[src/rtl/sr_pkg.sv]
// Shared types for the stall resolver.
// Assumes: nothing beyond the standard language.
package sr_pkg;
    typedef enum logic [1:0] {
        ST_IDLE = 2'd0,
        ST_RUN  = 2'd1,
        ST_FIN  = 2'd2
    } sr_state_e;
endpackage

[src/rtl/sr_limit_gate.sv]
// Decides whether the crossing mask may be applied: it counts the set
// row and column indicators and allows the correction only when neither
// count exceeds LIMIT.
// Assumes: the inputs are stable while the result is sampled.
module sr_limit_gate #(
    parameter int N     = 8,
    parameter int LIMIT = 4
) (
    input  logic [N-1:0] row_ind,
    input  logic [N-1:0] col_ind,
    output logic         allow
);
    localparam int CW = $clog2(N + 1);

    logic [CW-1:0] row_cnt;
    logic [CW-1:0] col_cnt;

    // Population counts of both indicator vectors.
    always_comb begin
        row_cnt = '0;
        col_cnt = '0;
        for (int i = 0; i < N; i++) begin
            row_cnt = row_cnt + CW'(row_ind[i]);
            col_cnt = col_cnt + CW'(col_ind[i]);
        end
    end

    // Threshold comparison.
    always_comb begin
        allow = (int'(row_cnt) <= LIMIT) && (int'(col_cnt) <= LIMIT);
    end
endmodule

[src/rtl/sr_word_check.sv]
// Extended Hamming syndrome of one N-bit word, N = 2**M. The syndrome is
// the XOR of the indices of the set bits, with the overall parity above
// it. A nonzero syndrome marks the word as failing.
// Assumes: purely combinational use.
module sr_word_check #(
    parameter int M = 3
) (
    input  logic [(1<<M)-1:0] word,
    output logic              bad
);
    localparam int N  = 1 << M;
    localparam int SW = M + 1;

    logic [SW-1:0] syn;

    // Accumulate the index XOR and the parity over all set bits.
    always_comb begin
        syn = '0;
        for (int j = 0; j < N; j++) begin
            if (word[j]) begin
                syn = syn ^ {1'b1, j[M-1:0]};
            end
        end
        bad = |syn;
    end
endmodule

[src/rtl/sr_col_accum.sv]
// Running column syndromes. Each column holds its own register, which is
// updated with every corrected row that streams past, using the row
// number as the position index.
// Assumes: rows arrive one per enabled cycle; clr comes before the first.
module sr_col_accum #(
    parameter int M = 3
) (
    input  logic              clk,
    input  logic              rst_n,
    input  logic              clr,
    input  logic              en,
    input  logic [M-1:0]      row_idx,
    input  logic [(1<<M)-1:0] word,
    output logic [(1<<M)-1:0] col_bad
);
    localparam int N  = 1 << M;
    localparam int SW = M + 1;

    for (genvar c = 0; c < N; c++) begin : g_col
        logic [SW-1:0] syn;

        // Clear on a new sweep, fold in set bits of each corrected row.
        always_ff @(posedge clk) begin
            if (!rst_n) begin
                syn <= '0;
            end else if (clr) begin
                syn <= '0;
            end else if (en && word[c]) begin
                syn <= syn ^ {1'b1, row_idx};
            end
        end

        assign col_bad[c] = |syn;
    end
endmodule

[src/rtl/stall_resolver.sv]
// Stall-pattern resolver for one staircase window held as an N x N array.
// It latches the failing row and column indicators at start. It then
// streams the rows in order through a read port with one cycle of
// latency, inverts the bits on failing-row/failing-column crossings, and
// writes each row back one cycle after its read. In the same sweep it
// rebuilds all row and column syndromes. The correction is suppressed
// when more than FLIP_LIMIT rows or columns are flagged.
// Assumes: the external array returns rd_data_i on the clock after
// rd_addr_o, and a write does not disturb a read of a different row in
// the same cycle.
module stall_resolver
    import sr_pkg::*;
#(
    parameter int M          = 3,
    parameter int FLIP_LIMIT = 4
) (
    input  logic               clk,
    input  logic               rst_n,
    input  logic               start_i,
    input  logic [(1<<M)-1:0]  row_fail_i,
    input  logic [(1<<M)-1:0]  col_fail_i,
    output logic               rd_en_o,
    output logic [M-1:0]       rd_addr_o,
    input  logic [(1<<M)-1:0]  rd_data_i,
    output logic               wr_en_o,
    output logic [M-1:0]       wr_addr_o,
    output logic [(1<<M)-1:0]  wr_data_o,
    output logic               busy_o,
    output logic               done_o,
    output logic               resolved_o,
    output logic               mask_skipped_o,
    output logic [(1<<M)-1:0]  row_bad_o,
    output logic [(1<<M)-1:0]  col_bad_o
);
    localparam int N  = 1 << M;
    localparam int CW = M + 1;

    sr_state_e      state;
    logic [N-1:0]   row_q;
    logic [N-1:0]   col_q;
    logic           apply_q;
    logic [CW-1:0]  rd_cnt;
    logic           vld;
    logic [M-1:0]   wr_row;
    logic [N-1:0]   rowbad_acc;

    logic           accept;
    logic           allow;
    logic           issuing;
    logic [N-1:0]   fixed_row;
    logic           fixed_bad;
    logic [N-1:0]   colbad_now;
    logic           last_row;

    // Threshold on the live indicators, sampled when start is accepted.
    sr_limit_gate #(
        .N     (N),
        .LIMIT (FLIP_LIMIT)
    ) u_gate (
        .row_ind (row_fail_i),
        .col_ind (col_fail_i),
        .allow   (allow)
    );

    // Start is taken only while idle.
    assign accept  = (state == ST_IDLE) && start_i;
    // Reads are issued while rows remain to be fetched.
    assign issuing = (state == ST_RUN) && (rd_cnt < CW'(N));
    assign last_row = vld && (wr_row == M'(N - 1));

    // Apply the crossing mask to the row that just came back.
    always_comb begin
        fixed_row = rd_data_i;
        if (apply_q && row_q[wr_row]) begin
            fixed_row = rd_data_i ^ col_q;
        end
    end

    // Row syndrome of the corrected row.
    sr_word_check #(.M(M)) u_rowchk (
        .word (fixed_row),
        .bad  (fixed_bad)
    );

    // Column syndromes built from the corrected rows.
    sr_col_accum #(.M(M)) u_cols (
        .clk     (clk),
        .rst_n   (rst_n),
        .clr     (accept),
        .en      (vld),
        .row_idx (wr_row),
        .word    (fixed_row),
        .col_bad (colbad_now)
    );

    // Memory port drive.
    assign rd_en_o   = issuing;
    assign rd_addr_o = rd_cnt[M-1:0];
    assign wr_en_o   = vld && apply_q;
    assign wr_addr_o = wr_row;
    assign wr_data_o = fixed_row;
    assign busy_o    = (state != ST_IDLE);

    // Sweep sequencing: idle, row stream, final evaluation.
    always_ff @(posedge clk) begin
        if (!rst_n) begin
            state   <= ST_IDLE;
            row_q   <= '0;
            col_q   <= '0;
            apply_q <= 1'b0;
            rd_cnt  <= '0;
            vld     <= 1'b0;
            wr_row  <= '0;
        end else begin
            case (state)
                ST_IDLE: begin
                    vld <= 1'b0;
                    if (accept) begin
                        row_q   <= row_fail_i;
                        col_q   <= col_fail_i;
                        apply_q <= allow;
                        rd_cnt  <= '0;
                        state   <= ST_RUN;
                    end
                end
                ST_RUN: begin
                    if (issuing) begin
                        rd_cnt <= rd_cnt + 1'b1;
                    end
                    vld    <= issuing;
                    wr_row <= rd_cnt[M-1:0];
                    if (last_row) begin
                        state <= ST_FIN;
                        vld   <= 1'b0;
                    end
                end
                ST_FIN: begin
                    state <= ST_IDLE;
                end
                default: state <= ST_IDLE;
            endcase
        end
    end

    // Per-row failure capture during the stream.
    always_ff @(posedge clk) begin
        if (!rst_n) begin
            rowbad_acc <= '0;
        end else if (accept) begin
            rowbad_acc <= '0;
        end else if (vld) begin
            rowbad_acc[wr_row] <= fixed_bad;
        end
    end

    // Result registers and completion pulse.
    always_ff @(posedge clk) begin
        if (!rst_n) begin
            done_o         <= 1'b0;
            resolved_o     <= 1'b0;
            mask_skipped_o <= 1'b0;
            row_bad_o      <= '0;
            col_bad_o      <= '0;
        end else begin
            done_o <= 1'b0;
            if (state == ST_FIN) begin
                done_o         <= 1'b1;
                resolved_o     <= ~|rowbad_acc && ~|colbad_now;
                mask_skipped_o <= ~apply_q;
                row_bad_o      <= rowbad_acc;
                col_bad_o      <= colbad_now;
            end
        end
    end
endmodule

[config.mk]
export PLATFORM = sky130hd
export DESIGN_NAME = stall_resolver
export DESIGN_NICKNAME = d
export VERILOG_FILES = /design/src/rtl/sr_pkg.sv /design/src/rtl/sr_limit_gate.sv /design/src/rtl/sr_word_check.sv /design/src/rtl/sr_col_accum.sv /design/src/rtl/stall_resolver.sv
export SDC_FILE = /design/constraint.sdc
export NUM_CORES = 1
export LEC_CHECK = 0
export ABC_AREA = 1
export BUFFER_PORTS_ARGS = -buffer_cell sky130_fd_sc_hd__clkbuf_2
export CAP_MARGIN = 20
export CORE_AREA = 4 4 110 112
export CTS_CLUSTER_SIZE = 12
export DETAILED_ROUTE_END_ITERATION = 16
export DIE_AREA = 0 0 114 116
export HOLD_SLACK_MARGIN = 0.02
export PLACE_DENSITY = 0.6
export SETUP_SLACK_MARGIN = 0.02
export SYNTH_ARGS = -nofsm -noshare
export SYNTH_HDL_FRONTEND = slang
export SYNTH_SLANG_ARGS = --single-unit
[constraint.sdc]
create_clock -name clk -period 3.65 [get_ports clk]
set_clock_uncertainty 0.15 [all_clocks]
set_input_delay 0.73 -clock clk [delete_from_list [all_inputs] [get_ports clk]]
set_output_delay 0.73 -clock clk [all_outputs]
set_load 0.05 [all_outputs]
* Word level (Yosys, flattened, before mapping)
Index checks and enable logic that the tools add are counted.
Cells by class: $lt $le $gt $ge 5, bitwise logic cells 18, muxes and demuxes 23, reductions and logical operators 36, eq/ne operators 6, add/sub/neg operators 15
Operators by type and width (count):
- $add 4x1->4 | 12
- $mux 4 | 10
- $reduce_or 4->1 | 9
- $reduce_or 32->1 | 1
- $xor 4x4->4 | 8
- $logic_and 1x1->1 | 16
- $not 3->3 | 3
- $bwmux 8 | 1
- $le 4x3->1 const B | 2
- $mux 8 | 1
- $pmux 4 s2 | 1
- $reduce_or 8->1 | 1
- $xor 8x8->8 | 1
- $ne 2x2->1 const B | 3
- $not 2->2 | 3
- $add 1x1->2 | 2
- $add 4x1->4 const B | 1
- $lt 3x4->1 const B | 1
- $lt 4x4->1 const B | 1
- $mux 1 | 4
- $mux 2 | 2
- $not 4->4 | 1
- $pmux 2 s2 | 1
- $reduce_and 2->1 | 2
- other kinds (13) | 16
Storage, ports and cells: register bits 86, word-level logic and storage cells 124, output and inout bits 36, bits of input ports 27

* Logic depth before layout (Yosys ltp)
depth after elaboration 21, gate-level depth with buffers 19, depth with buffers taken out 19

* By module
Synthesis repeated with hierarchy kept, for this count alone.
Unflattened totals: cell total of the unflattened synthesis 709, area, all modules 4743.3 sq um
By module, submodules not included:
- stall_resolver | cells each 317, area each 2341.0 sq um, sequential area each 1081.0 sq um, times used 1
- sr_col_accum | cells each 274, area each 1757.9 sq um, sequential area each 640.6 sq um, times used 1
- sr_limit_gate | cells each 64, area each 432.9 sq um, sequential area each 0.0 sq um, times used 1
- sr_word_check | cells each 54, area each 211.5 sq um, sequential area each 0.0 sq um, times used 1

* Worst setup path before layout
Ideal clock, no wire load.
kind input-to-reg, start input row_fail_i[0], end register apply_q, data arrival time 3.293 ns, stages on the path 10, buffers on the path 0, required time 3.424 ns, library setup time 0.076 ns, setup slack 0.130 ns, cells stage by stage ha_1 -> inv_1 -> fa_1 -> fa_1 -> fa_1 -> fa_1 -> nand2_1 -> a221oi_1 -> nand4_1 -> o22ai_1
Between the ends: word-level cells in the longest chain between the ends 9
Ends and longest elaborated chain:
- from (decl) | line stall_resolver.sv:20 | input logic [(1<<M)-1:0] row_fail_i,
- $add 1x1->2 | line sr_limit_gate.sv:23 | row_cnt = row_cnt + CW'(row_ind[i]);
- $add 4x1->4 (6 in a row) | line sr_limit_gate.sv:23
- $le 4x3->1 | line sr_limit_gate.sv:30 | allow = (int'(row_cnt) <= LIMIT) && (int'(col_cnt) <= LIMIT);
- $logic_and 1x1->1 | line sr_limit_gate.sv:30
- to (signal assigned) | line stall_resolver.sv:121 | apply_q <= allow;
- to (decl) | line stall_resolver.sv:41 | logic apply_q;
Every way passes these cells. A chain may end at the register's enable or synchronous reset.

* Worst setup path after layout
Ends and elaborated chain as after synthesis.

==> metrics <==
vias in the first global route=3617; core area=11200 sq um; post-synthesis cell count=586; Final Core Density=44.6%; PortBufs=62; DP Worst Slack=-0.117 ns; Worst Setup End Kind=flop; max_slew headroom=36.1%; P_sw=0.697 mW; row cnt=39; Synth top area share=40.3%; dpl cells=773; Slew @ Worst Pin=0.958 ns; clock buffer depth=2; Max-Cap Viols=0; Routed wire per std cell=13.3 um; Sw Share=29.5%; Final GP Congestion=0.874; Power per Cell Area=473 nW/um^2; clock sinks=86; CTS resizes=0; fill count=1145; Die X=114 um; commonest non-fill, non-tap cell in the layout=inv_1; Tmin final=3.45 ns; most frequent cells in the layout=inv_1, dfxtp_1, nand2_1; Reg area=1720 sq um; critical path class=in -> reg; Die H=116 um; Worst Hold Class=reg -> reg; final setup fails=0; fin worst setup slack=0.202 ns; Reg clk slew, reported paths=0.06 ns; status=finished clean; Skew-Pair Late Insertion Delay=0.33 ns; combinational power share=18.3%; Detailed Route WL=10500 um; HPWL Detailed=8090 um; grt ovf=0; antenna cells=0; final hold violation count=0; Final Net Count=683; clock network power share=39.3%; Synthesized Nets=628; CP Data Required Time=3.75 ns; synth top area cells=dfxtp_1, inv_1, o21ai_0; vias per cell=4.85; Clock Tree Root=clkbuf_16; final setup TNS=0 ns; first-pass GRT wire length=17400 um; Max Slew Vio Count=0; Post-DRT Antenna Nets=0; DRC=0; met2 GRT Util=27.4%; Final Cycle Share=94.5%; largest net degree at the start of global routing=31; via count of the routed design=3828; Starting Density=38.1%; Die ar.=13200 sq um; Finished Layout Cells=789; maximum clock rate=0.290 GHz; Post-CTS Setup Inserts=0; Hold WS=0.301 ns; sequential-to-total area share from yosys stat=40.3%; total CTS buffers=9; Layout area overhead=17.0%; RSZ-0062 raised after global routing=false; Final Instance Area=5000 sq um; drt first-iter violations=181; overall power=2.37 mW; CTS tree=done; Avg Cell Area, Syn=7.30 sq um; most used routing layer=met2; Power Internal=1.67 mW; Synth cell types=37; # hold bufs at CTS=0; initial antenna violation count=0; crit path DAT=3.54 ns; dpl cell area=4690 sq um; GRT Overall Usage=16.6%; Startpoint Class=primary input; Peak VDD IR=0.324 mV; Pre-antenna DRT Iters=5; M3 GR Usage=4.07%; io pins=63; YS warnings=0; met1 Track Usage GR=21.6%; register bit count reported by yosys=86; crit-path max FO=2; layout cells sized above 1=16.1%; htree depth=3; P_leak=2.14 nW; area of the multi-input gates=2100 sq um; Seq pwr share=42.4%; Synth Cell Area=4280 sq um; Synth area leader=dfxtp_1
==> path summary, 6_finish.rpt <==
kind / startpoint / to / slack (ns) / cells past startpoint
worst max register to register: wr_addr_o[2] / rowbad_acc[0] / 0.95 / 17
worst max-delay path: row_fail_i[0] / apply_q / 0.20 / 11
worst min register to register: row_q[0] / row_q[0] / 0.30 / 2
worst min-delay path: row_q[0] / row_q[0] / 0.30 / 2
==> Yosys cell counts <==
cell type	n
o21ai_1	2
ha_1	7
a211oi_1	1
nor2_4	2
o21ai_4	1
nor4_1	9
buf_4	3
nand2_1	79
nor3b_1	14
o21ai_0	68
buf_2	1
clkbuf_1	15
o21ai_2	1
a21oi_1	26
nand3_2	1
nor2_2	1
inv_1	91
o21bai_1	6
inv_2	6
and3_1	3
nor2_1	73
nand3_1	22
clkinv_1	2
dfxtp_1	86
nand2_2	8
xnor2_1	5
a221oi_1	1
buf_1	1
nand3b_1	2
nor3_1	17
o31ai_1	1
nand2_4	3
nand4_1	8
xor2_1	4
fa_1	8
nand3_4	1
o22ai_1	7
==> cell type report <==
cell class	instances	share of cell area [%]
inverters	99	7.43
flip-flops and latches	86	34.4
clock inverters	5	1.15
well taps	143	3.58
clock buffers	11	5.05
repair buffers	64	6.50
multi-input cells	381	41.9
==> cells by family (layout without fill, tap and decap cells) <==
family | count (synthesis) | count (layout) | synth area share [%]
buf+inv | 119 | 179 | 10.7
flops | 86 | 86 | 40.3
fa+ha+maj | 15 | 15 | 5.79
xor+xnor | 9 | 9 | 1.84
simple gates | 243 | 243 | 26.9
compound gates | 114 | 114 | 14.5
==> power by group through the flow <==
stage / logic [mW] / clock network, mW / registers (mW)
2_1_floorplan: 0.326 / 0 / 1.02
3_3_place_gp: 0.424 / 0 / 1.02
3_5_place_dp: 0.434 / 0 / 1.02
4_1_cts: 0.436 / 0.951 / 1.00
5_1_grt: 0.486 / 0.994 / 1.01
6_report: 0.432 / 0.931 / 1.00
==> flip-flops by register name, summed over array words and instances, names as in the netlist <==
name              count
apply_q               1
col_bad_o             8
col_q                 8
done_o                1
mask_skipped_o        1
rd_cnt                4
resolved_o            1
row_bad_o             8
row_q                 8
rowbad_acc            8
state                 2
u_cols.g_col.syn     32
vld                   1
wr_addr_o             3
==> metal layers <==
layer / share of wire [%] / up-vias / wire (um)
met3: 5.2 / 13 / 548
met4: 1.3 / 0 / 132
met1: 47 / 1718 / 4910
met2: 47 / 93 / 4880
li1: - / 2004 / -
met5: 0 / - / 0
==> critical path, cell delays in order <==
cell and delay (ns):
clkbuf_2 0.09, ha_1 0.28, inv_1 0.08, fa_1 0.43
fa_1 0.46, fa_1 0.41, fa_1 0.49, nand2_1 0.05
a221oi_1 0.27, nand4_1 0.13, o22ai_1 0.12
Note: power is estimated with default switching activity, not from simulation.
